[config.mk]
export PLATFORM = sky130hd
export DESIGN_NAME = dsp_round_unit
export DESIGN_NICKNAME = d
export VERILOG_FILES = /design/src/rtl/dsp_round_pkg.sv /design/src/rtl/dsp_round_add.sv /design/src/rtl/dsp_round_flags.sv /design/src/rtl/dsp_round_reg.sv /design/src/rtl/dsp_round_unit.sv
export SDC_FILE = /design/constraint.sdc
export NUM_CORES = 1
export LEC_CHECK = 0
export BUFFER_PORTS_ARGS = -buffer_cell sky130_fd_sc_hd__buf_2
export CORE_ASPECT_RATIO = 1.25
export CORE_MARGIN = 5
export CORE_UTILIZATION = 40
export DETAILED_ROUTE_END_ITERATION = 7
export HOLD_SLACK_MARGIN = 0.15
export PLACE_DENSITY = 0.67
export SLEW_MARGIN = 5
export SYNTH_ARGS = -nofsm -noshare
export SYNTH_HDL_FRONTEND = slang
export SYNTH_HIERARCHICAL = 1
export SYNTH_SLANG_ARGS = --single-unit
[constraint.sdc]
create_clock -name clk -period 3.2 [get_ports clk]
set_clock_uncertainty 0.1 [all_clocks]
set_input_delay 0.32 -clock clk [delete_from_list [all_inputs] [get_ports clk]]
set_output_delay 0.32 -clock clk [all_outputs]
set_load 0.02 [all_outputs]
[src/rtl/dsp_round_pkg.sv]
`timescale 1ns/1ps
package dsp_round_pkg;

    localparam int unsigned RND_DATA_W = 40;
    localparam int unsigned RND_CUT_W  = 16;

    typedef struct packed {
        logic dc;
        logic neg;
        logic zero;
        logic ovf;
        logic pos;
    } rnd_flags_t;

    localparam rnd_flags_t RND_FLAGS_CLR = '{dc: 1'b0, neg: 1'b0, zero: 1'b0, ovf: 1'b0, pos: 1'b0};

    function automatic rnd_flags_t mk_flags(input logic carry, input logic sign, input logic is_zero);
        rnd_flags_t f;
        f.dc   = carry;
        f.neg  = sign;
        f.zero = is_zero;
        f.ovf  = 1'b0;
        f.pos  = !sign && !is_zero;
        return f;
    endfunction

endpackage

[src/rtl/dsp_round_add.sv]
`timescale 1ns/1ps
module dsp_round_add #(
    parameter int unsigned W   = dsp_round_pkg::RND_DATA_W,
    parameter int unsigned CUT = dsp_round_pkg::RND_CUT_W
) (
    input  logic [W-1:0] opnd,
    output logic [W-1:0] rounded,
    output logic         carry
);
    localparam logic [W:0]   HALF = (W+1)'(1) << (CUT - 1);
    localparam logic [W-1:0] KEEP = {{(W-CUT){1'b1}}, {CUT{1'b0}}};

    logic [W:0] wide_sum;

    always_comb begin
        wide_sum = {1'b0, opnd} + HALF;
        rounded  = wide_sum[W-1:0] & KEEP;
        carry    = wide_sum[W];
    end
endmodule

[src/rtl/dsp_round_flags.sv]
`timescale 1ns/1ps
module dsp_round_flags #(
    parameter int unsigned W = dsp_round_pkg::RND_DATA_W
) (
    input  logic                      carry,
    input  logic [W-1:0]              rounded,
    output dsp_round_pkg::rnd_flags_t flags
);
    always_comb begin
        flags = dsp_round_pkg::mk_flags(carry, rounded[W-1], rounded == '0);
    end
endmodule

[src/rtl/dsp_round_reg.sv]
`timescale 1ns/1ps
module dsp_round_reg #(
    parameter int unsigned W = dsp_round_pkg::RND_DATA_W
) (
    input  logic                      clk,
    input  logic                      rst,
    input  logic                      load,
    input  logic [W-1:0]              res_d,
    input  dsp_round_pkg::rnd_flags_t flg_d,
    output logic                      vld_q,
    output logic [W-1:0]              res_q,
    output dsp_round_pkg::rnd_flags_t flg_q
);
    always_ff @(posedge clk) begin
        if (rst) begin
            vld_q <= 1'b0;
            res_q <= '0;
            flg_q <= dsp_round_pkg::RND_FLAGS_CLR;
        end else begin
            vld_q <= load;
            if (load) begin
                res_q <= res_d;
                flg_q <= flg_d;
            end
        end
    end
endmodule

[src/rtl/dsp_round_unit.sv]
`timescale 1ns/1ps
module dsp_round_unit #(
    parameter int unsigned W   = dsp_round_pkg::RND_DATA_W,
    parameter int unsigned CUT = dsp_round_pkg::RND_CUT_W
) (
    input  logic         clk,
    input  logic         rst,
    input  logic         in_vld,
    input  logic [W-1:0] in_opnd,
    output logic         out_vld,
    output logic [W-1:0] out_res,
    output logic         out_dc,
    output logic         out_neg,
    output logic         out_zero,
    output logic         out_ovf,
    output logic         out_pos
);
    logic [W-1:0]              rnd_val;
    logic                      rnd_cy;
    dsp_round_pkg::rnd_flags_t flg_comb;
    dsp_round_pkg::rnd_flags_t flg_reg;

    dsp_round_add #(.W(W), .CUT(CUT)) u_add (
        .opnd    (in_opnd),
        .rounded (rnd_val),
        .carry   (rnd_cy)
    );

    dsp_round_flags #(.W(W)) u_flags (
        .carry   (rnd_cy),
        .rounded (rnd_val),
        .flags   (flg_comb)
    );

    dsp_round_reg #(.W(W)) u_reg (
        .clk   (clk),
        .rst   (rst),
        .load  (in_vld),
        .res_d (rnd_val),
        .flg_d (flg_comb),
        .vld_q (out_vld),
        .res_q (out_res),
        .flg_q (flg_reg)
    );

    assign out_dc   = flg_reg.dc;
    assign out_neg  = flg_reg.neg;
    assign out_zero = flg_reg.zero;
    assign out_ovf  = flg_reg.ovf;
    assign out_pos  = flg_reg.pos;
endmodule

==> run summary <==
Sequential area share after synthesis = 37.76%
Total wire length = 5067 microns
Crit path DAT = 2.75 ns
Power Dens Cells = 450.8 nW/um^2
Final WS setup = 0.5125 ns
Psw = 0.3449 mW
Multi-input combinational cell area = 1279 sq um
Final ANT Viol Nets = 0
Sequential cell area = 920.9 sq um
Clock-pin slew on the worst setup and hold paths = 0.09 ns
Final hold violation count = 0
Initial Util = 41.64%
CTS tree = yes
CTS H-tree lvls = 2
Synth area leaders = dfxtp_1, mux2i_1, nor2_1
Final Max Tran Viols = 0
Clock sink count = 46
DP HPWL = 3891 microns
Maximum fanout along the worst path = 6
Mapped Cells = 257
Resized Gates After CTS = 0
Number of synthesized register bits = 46
Total power = 1.267 mW
Avg WL per Cell = 12.51 microns
Crit path capture type = register
Synthesis-to-layout area growth = 15.29%
Max clock buf depth = 2
Via count = 1,873
RD Place Congestion = 0.7747
Drt first pass iters = 6
Critical path type = primary input to register
CTS Buf Count = 5
Die Wd = 79.84 microns
Synthesized cell area = 2439 sq um
Global-route wire length before repair = 8714 microns
Synth area leader = dfxtp_1
Worst Hold Class = primary input to register
Layout cells sized above 1 = 29.72%
Worst slew margin = 45.56%
Fraction of registers with async set/reset = 0%
Die footprint = 7768 sq um
Flop pwr share = 49.0%
Status = completed
Avg Inst Size Synth = 9.489 sq um
Max_cap viols = 0
Slew @ Worst Pin = 0.8166 ns
Fin nets = 366
Top-count cell post-synth = nor2_1
Initial antenna violation count = 0
Initial DRC Count = 64
Top FF cell, synth = dfxtp_1
Final min period = 2.688 ns
Area share of the largest cell type after synthesis = 37.76%
Critical Path RT = 3.26 ns
Clk Latency, worst-skew pair = 0.29 ns
GRT overflow = 0
Residual DRC = 0
IO Pins = 89
Switching Share = 27.22%
Average vias per placed instance = 4.625
Synth Warn # = 6
Core Area = 5857 sq um
Internal = 0.9225 mW
Synth cell types = 30
Peak supply drop = 0.0002621 V
Antenna Cells = 0
Setup TNS = 0 ns
CTS hold repair buffers = 0
Clock tree root driver cell = clkbuf_8
Vias in the first global route = 1,845
Post-synth EDFFs = 0
CP Launch Type = primary input
RSZ-0062 raised after global routing = false
Buffers on Ports = 73
Post-CTS Setup Bufs = 0
Final setup vio count = 0
Final period util = 83.99%
Post-synth top cells = nor2_1, dfxtp_1, mux2i_1
Place WS = 0.1947 ns
Overall Global Routing Usage = 13.92%
Fmax = 372.1 MHz
Standard-cell row count = 31
Die Ht = 97.30 microns
Clock Power Share = 33.7%
Combinational share of power = 17.4%
Pin count of the biggest net entering global routing = 47
Fillers = 578
Leak pwr = 1.388 nW
## cells by family after synthesis
kind of cell	synth area share [%]
buffers and inverters	12.11
flip-flops	37.76
adder cells (fa/ha/maj)	0.5130
AO/OA/AOI/OAI	0.3592
multiplexers	18.47
XOR/XNOR	8.261
AND/OR/NAND/NOR	22.22
other	0.3080
## registers in the layout (all words and copies together), names as in the netlist
name         count
u_reg/vld_q      1
u_reg/flg_q      5
u_reg/res_q     40
## layout make-up
class / instances / share of cell area (%)
tap: 82 / 3.649
clock buffer: 6 / 2.581
timing repair buffer: 75 / 13.53
multi-input combinational: 189 / 45.48
inverter: 5 / 0.6676
clock inverter: 2 / 1.335
sequential: 46 / 32.75
## per-layer routing
metal | track usage (%) | vias up | part of all wire, %
met5 | 0 | - | 0
met4 | 4.941 | 0 | 0.91
met3 | 3.154 | 4 | 5.3
met2 | 23.34 | 49 | 51
met1 | 17.21 | 863 | 43
li1 | - | 957 | -
## cells in the final DEF, fill, tap and decap left out, types with 2 or more instances in the layout
cell type  instances
mux2i_1           45
buf_2             73
nor3_1             2
buf_4              2
nor4_2             3
nand4_1            4
or2_2              2
xor2_1            15
clkbuf_8           5
conb_1            17
xnor2_1            8
nor4_1             7
nor3_2             5
nand3_1            8
inv_1              5
nor2_1            55
dfxtp_1           46
nand2_1            8
## power groups by stage
stage                     logic [mW]  clock network, mW  registers, mW
after floorplan                0.129                  0          0.676
after global placement         0.218                  0          0.634
after detailed placement       0.221                  0          0.635
after CTS                      0.222              0.448          0.621
after global routing           0.242              0.478          0.626
final                          0.220              0.427          0.621
## final timing paths
path              slack (ns)                    startpoint                           end  depth (start not counted)
setup / recovery        0.51                   in_opnd[17]   u_reg/flg_q[0]$_SDFFE_PP0P_                         10
hold / removal          0.32                   in_opnd[37]  u_reg/res_q[37]$_SDFFE_PP0P_                          4
setup reg to reg        2.45  u_reg/res_q[11]$_SDFFE_PP0P_  u_reg/res_q[11]$_SDFFE_PP0P_                          2
hold reg to reg         0.39  u_reg/res_q[34]$_SDFFE_PP0P_  u_reg/res_q[34]$_SDFFE_PP0P_                          2
## stage by stage
step | util, % | hold WS (ns) | std cells | area [sq um]
after global routing | 48.00 | 0.3414 | 405 | 2811
after detailed placement | 46.12 | 0.3760 | 397 | 2701
after floorplan | - | 0.4751 | 272 | 2495
final | 48.00 | 0.3228 | 405 | 2811
after CTS | 48.00 | 0.3153 | 405 | 2811
after global placement | 46.12 | 0.3660 | 397 | 2701
## worst max-delay path, cell delays in order
cell	delay, ns
buf_2	0.12
nand3_1	0.17
or4_1	0.72
nor3_2	0.24
xor2_1	0.11
nor4_1	0.35
nand4_1	0.20
o31a_1	0.34
mux2i_1	0.13
nor2_1	0.05
(Power assumes the default switching activity.)
